[config.mk]
export PLATFORM = sky130hd
export DESIGN_NAME = serin_capture
export DESIGN_NICKNAME = d
export VERILOG_FILES = /design/src/rtl/serin_pkg.sv /design/src/rtl/serin_sync.sv /design/src/rtl/serin_frac_div.sv /design/src/rtl/serin_shreg.sv /design/src/rtl/serin_capture.sv
export SDC_FILE = /design/constraint.sdc
export NUM_CORES = 1
export LEC_CHECK = 0
export ABC_AREA = 1
export BUFFER_PORTS_ARGS = -buffer_cell sky130_fd_sc_hd__clkbuf_2
export CORE_UTILIZATION = 45
export DETAILED_ROUTE_END_ITERATION = 6
export PLACE_DENSITY = 0.72
export SLEW_MARGIN = 20
export SYNTH_ARGS = -nofsm -noshare
export SYNTH_HDL_FRONTEND = slang
export SYNTH_HIERARCHICAL = 1
export SYNTH_SLANG_ARGS = --single-unit
[constraint.sdc]
create_clock -name clk -period 1.9 [get_ports clk]
set_input_delay 0.38 -clock clk [delete_from_list [all_inputs] [get_ports clk]]
set_output_delay 0.38 -clock clk [all_outputs]
set_load 0.05 [all_outputs]
[src/rtl/serin_pkg.sv]
package serin_pkg;
  // Half-step count of a divider setting: ratio = half_steps / 2
  function automatic int unsigned half_steps(input int unsigned k);
    return k + 2;
  endfunction

  typedef enum logic [1:0] {
    ST_IDLE  = 2'd0,
    ST_COUNT = 2'd1,
    ST_READY = 2'd2
  } cnt_state_e;
endpackage

[src/rtl/serin_sync.sv]
module serin_sync #(
  parameter int STAGES = 2
) (
  input  logic clk,
  input  logic rst,
  input  logic d_in,
  output logic d_out
);
  logic [STAGES-1:0] chain;

  always_ff @(posedge clk) begin
    if (rst) chain <= '0;
    else     chain <= {chain[STAGES-2:0], d_in};
  end

  assign d_out = chain[STAGES-1];
endmodule

[src/rtl/serin_frac_div.sv]
module serin_frac_div #(
  parameter int CFG_W = 4
) (
  input  logic             clk,
  input  logic             rst,
  input  logic [CFG_W-1:0] cfg,
  input  logic             en_in,
  output logic             pulse_out
);
  localparam int ACC_W = CFG_W + 2;

  logic [ACC_W-1:0] limit;
  logic [ACC_W-1:0] acc;
  logic [ACC_W-1:0] nxt;
  logic             hit;

  always_comb begin
    limit = ACC_W'(cfg) + ACC_W'(2);
    nxt   = acc + ACC_W'(2);
    hit   = (nxt >= limit);
  end

  always_ff @(posedge clk) begin
    if (rst) begin
      acc       <= '0;
      pulse_out <= 1'b0;
    end else begin
      pulse_out <= en_in && hit;
      if (en_in) acc <= hit ? (nxt - limit) : nxt;
    end
  end


  idle_no_pulse_chk: assert property (@(posedge clk) disable iff (rst)
    !en_in |=> !pulse_out);

  unity_pass_chk: assert property (@(posedge clk) disable iff (rst)
    (en_in && cfg == '0 && $stable(cfg)) |=> pulse_out);
endmodule

[src/rtl/serin_shreg.sv]
module serin_shreg
  import serin_pkg::*;
#(
  parameter int DATA_W = 28,
  parameter int CNT_AT = 16
) (
  input  logic              clk,
  input  logic              rst,
  input  logic              sample,
  input  logic              bit_in,
  input  logic              clr,
  output logic [DATA_W-1:0] sr,
  output logic              ready
);
  localparam int CNT_W = $clog2(CNT_AT + 1);
  localparam logic [CNT_W-1:0] LAST = CNT_W'(CNT_AT - 1);
  localparam logic [CNT_W-1:0] FULL = CNT_W'(CNT_AT);

  logic [CNT_W-1:0] cnt;
  cnt_state_e       st;

  always_ff @(posedge clk) begin
    if (rst) sr <= '0;
    else if (sample) sr <= {sr[DATA_W-2:0], bit_in};
  end

  always_ff @(posedge clk) begin
    if (rst) begin
      cnt <= '0;
      st  <= ST_IDLE;
    end else if (clr) begin
      cnt <= '0;
      st  <= ST_IDLE;
    end else if (sample) begin
      if (cnt != FULL) cnt <= cnt + 1'b1;
      if (cnt == LAST || st == ST_READY) st <= ST_READY;
      else st <= ST_COUNT;
    end
  end

  assign ready = (st == ST_READY);


  shift_move_chk: assert property (@(posedge clk) disable iff (rst)
    sample |=> sr[DATA_W-1:1] == $past(sr[DATA_W-2:0]));

  flag_hold_chk: assert property (@(posedge clk) disable iff (rst)
    (ready && !clr) |=> ready);

  clear_drop_chk: assert property (@(posedge clk) disable iff (rst)
    clr |=> !ready);

  clear_keep_chk: assert property (@(posedge clk) disable iff (rst)
    (clr && !sample) |=> $stable(sr));
endmodule

[src/rtl/serin_capture.sv]
module serin_capture
  import serin_pkg::*;
#(
  parameter int DATA_W = 28,
  parameter int CNT_AT = 16,
  parameter int CFG_W  = 4,
  parameter int OUT_W  = 32,
  parameter int NUM_DIV = 2
) (
  input  logic             clk,
  input  logic             rst,
  input  logic             ser_in,
  input  logic [CFG_W-1:0] ratio_a,
  input  logic [CFG_W-1:0] ratio_b,
  input  logic             ready_clr,
  output logic [OUT_W-1:0] cap_word,
  output logic             word_ready
);
  localparam int PAD_W = OUT_W - DATA_W;

  logic             pin_s;
  logic [NUM_DIV:0] en_chain;
  logic [CFG_W-1:0] cfg_arr [NUM_DIV];
  logic [DATA_W-1:0] sr;

  assign cfg_arr[0] = ratio_a;
  assign cfg_arr[1] = ratio_b;
  assign en_chain[0] = 1'b1;

  serin_sync #(.STAGES(2)) u_sync (
    .clk(clk), .rst(rst), .d_in(ser_in), .d_out(pin_s)
  );

  for (genvar i = 0; i < NUM_DIV; i++) begin : g_div
    serin_frac_div #(.CFG_W(CFG_W)) u_div (
      .clk(clk), .rst(rst), .cfg(cfg_arr[i]),
      .en_in(en_chain[i]), .pulse_out(en_chain[i+1])
    );
  end

  serin_shreg #(.DATA_W(DATA_W), .CNT_AT(CNT_AT)) u_shreg (
    .clk(clk), .rst(rst), .sample(en_chain[NUM_DIV]), .bit_in(pin_s),
    .clr(ready_clr), .sr(sr), .ready(word_ready)
  );

  assign cap_word = {{PAD_W{1'b0}}, sr};


  cascade_gate_chk: assert property (@(posedge clk) disable iff (rst)
    !en_chain[1] |=> !en_chain[2]);
endmodule

==> impl_metrics.yaml <==
die:
  start_util_pct: 46.99
  coreArea_um2: 5991
  fp-row-count: 28
  ioPinCount: 45
  die_area_um2: 6576
  chipHeight_um: 81.10
  die_w_um: 81.10
route:
  wl_um: 5832
  vias: 2509
  dr.pass1.iters: 4
  postRouteAntennaNets: 0
  viasPerCell: 4.853
  wire_per_inst_um: 11.28
  post-route-drc-count: 0
  drt_iter0_markers: 97
global_route:
  grt_remaining_overflow: 0
  grt_start_max_net_pins: 32
  grt_pass1_wl_um: 9722
  first_global_vias: 2289
  gr-usage-all-layers_pct: 18.61
  antenna_found_initial: 0
sta:
  fin_crit_ns: 1.824
  setup_viol: 0
  slew_viol_final: 0
  finalHoldWorstSlack_ns: 0.2608
  setup_slack_ns: 0.07569
  post-route-period-util_pct: 96.02
  grt_setup_unrepaired: "true"
  fmax_mhz: 548.2
  hold_violations: 0
  skew_ns: 0.004504
synthesis:
  avgSynthCellArea_um2: 7.331
  yosysSeqAreaShare_pct: 36.27
  ys.flop_type: "dfxtp_1"
  ys_ff_latch: 51
  synthCells: 384
  mappedNetlistArea_um2: 2815
  yosys_warnings: 6
  yosys.cell_count.top_type: "nor2_1"
  synth_edf_count: 0
  synth_top_cell_by_area: "dfxtp_1"
  synthDominantCellAreaShare_pct: 36.27
  async_flop_share_pct: 0
  yosysUniqueCellTypes: 32
  synthTopCellsByArea: "dfxtp_1 36%, nor2_1 9.5%, ha_1 7.6%"
  yosys-top-cells-count: "71 x nor2_1, 51 x dfxtp_1, 50 x inv_1, 50 x nand2_1, 32 x nand3_1"
critical_path:
  endpoint: "g_div[0].u_div/acc[1]$_SDFFE_PP0P_"
  cp_slowest_stage_delay_ns: 0.36
  critPathMaxFanout: 8
  timing.rr.start: "g_div[0].u_div/acc[1]$_SDFFE_PP0P_"
  r2r-end: "g_div[0].u_div/acc[1]$_SDFFE_PP0P_"
  required_ns: 2.10
  cp_slowest_cell: "dfxtp_4"
  crit_buf_inv: 1
  path_delay_family: "simple AND/OR/NAND/NOR gates"
  crit_cells: 10
  crit_chain: "ha_4 > xor2_4 > ha_4 > nand3_1 > nand3_2 > nand2_4 > nand2_4 > nor2_1 > o21ai_1 > inv_1"
  r2r_cells: 10
  crit_start: "g_div[0].u_div/acc[1]$_SDFFE_PP0P_"
  start_kind: "flip-flop"
  path_class: "reg2reg"
  end_kind: "flip-flop"
  r2r_slack_ns: 0.08
  worstPathArrival_ns: 2.02
placement:
  place_hpwl_um: 4152
  place_ws_ns: -0.1479
  gp_congestion: 0.8042
  io_buffers: 40
cts:
  cts_tree: "built"
  cts_sinks: 51
  path_clk_slew_ns: 0.09
  cts_max_level: 2
  cts_root_buf: "clkbuf_8"
  cts_buffer_depth: 2
  hold_buffers: 0
  clk_latency_ns: 0.30
  numCtsBuffers: 5
cells_and_area:
  nets: 472
  seq_area_um2: 1032
  syn2layout_area_growth_pct: 22.67
  multi_input_area_um2: 1650
  fillerInstances: 558
  antenna_cells: 0
  layout-drive-gt1-share_pct: 26.70
pwr:
  ir_worst_vdd_v: 0.0007685
  p_leak_uw: 0.001776
  powerDensity_nw_per_um2: 1266
run:
  cap_violations: 0
run_status:
  status: "completed"
worst_hold_path:
  worstHoldPathType: "in2reg"
worst min path at each step:
stage | startpoint | endpoint | slack (ns) | cells after the start
global route | ser_in | u_sync/chain[0]$_SDFF_PP0_ | 0.28 | 3
CTS | ser_in | u_sync/chain[0]$_SDFF_PP0_ | 0.25 | 3
floorplan | u_sync/chain[0]$_SDFF_PP0_ | u_sync/chain[1]$_SDFF_PP0_ | 0.39 | 2
finish | ser_in | u_sync/chain[0]$_SDFF_PP0_ | 0.26 | 3
detailed placement | u_sync/chain[0]$_SDFF_PP0_ | u_sync/chain[1]$_SDFF_PP0_ | 0.43 | 2
global placement | u_sync/chain[0]$_SDFF_PP0_ | u_sync/chain[1]$_SDFF_PP0_ | 0.43 | 2
cells by family after synthesis:
logic type	Yosys count	share of synthesized area, %
AOI/OAI and AO/OA	55	10.40
xor gates and xnor gates	12	3.734
adders and majority gates	19	8.978
buffers and inverters	70	11.56
DFF	51	36.27
other	2	0.2668
and+or+nand+nor	175	28.80
tightest hold or removal path: cells and delay by family:
kind | cells | cell delay, ns
buf+inv | 2 | 0.12
simple gates | 1 | 0.03
power breakdown:
group	switching [uW]	internal, uW	total, uW
Clock	350	298	648
Sequential	153	1230	1390
Combinational	1380	959	2340
routing by layer:
layer,part of all wire [%],vias up,GRT usage [%]
met1,45,1128,22.66
met2,49,62,33.45
met5,0,-,0
met3,4.3,8,4.382
li1,-,1311,-
met4,1.3,0,3.214
stage by stage:
| step | util (%) | instances | cell area (um2) | power (uW) | setup TNS (ns) |
|---|---|---|---|---|---|
| 2_1_floorplan | - | 387 | 2826 | 2943 | 0 |
| 3_3_place_gp | 52.53 | 506 | 3147 | 3397 | -0.4166 |
| 3_5_place_dp | 52.53 | 506 | 3147 | 3442 | -1.103 |
| 4_1_cts | 55.12 | 514 | 3302 | 4173 | 0 |
| 5_1_grt | 57.64 | 517 | 3453 | 4736 | -0.06863 |
| 6_report | 57.64 | 517 | 3453 | 4371 | 0 |
cell type report:
class / count / area share (%)
multi-input combinational: 266 / 47.79
tap: 75 / 2.717
clock inverter: 2 / 0.4710
sequential: 51 / 29.89
timing repair buffer: 62 / 10.69
inverter: 55 / 6.051
clock buffer: 6 / 2.391
layout by cell type, fill, tap and decap left out, types with 3 or more instances in the layout:
cell | synthesis | final
a21oi_1 | 16 | 13
a21oi_2 | 3 | 5
buf_4 | 6 | 21
clkbuf_2 | 0 | 40
clkbuf_8 | 2 | 6
conb_1 | 2 | 5
dfxtp_1 | 51 | 44
dfxtp_2 | 0 | 6
ha_1 | 17 | 11
ha_4 | 0 | 6
inv_1 | 50 | 50
inv_2 | 4 | 4
nand2_1 | 50 | 50
nand2_2 | 5 | 5
nand2_4 | 5 | 5
nand3_1 | 32 | 30
nand3_2 | 1 | 3
nand4_1 | 6 | 6
nor2_1 | 71 | 71
o21ai_0 | 28 | 28
o21ai_1 | 5 | 5
xnor2_1 | 3 | 3
xor2_1 | 9 | 5
sequential cells by signal (all words and copies together) (netlist names):
register / count
u_shreg/cnt: 5
u_sync/chain: 2
g_div.u_div/acc: 12
g_div.u_div/pulse_out: 2
u_shreg/st: 2
u_shreg/sr: 28
timing repair:
item,CTS,global route
resized for setup,8,26
pin swaps,2,4
buffers inserted,0,3
endpoints found under the setup margin,11,13
Power figures use the tool's default switching activity.
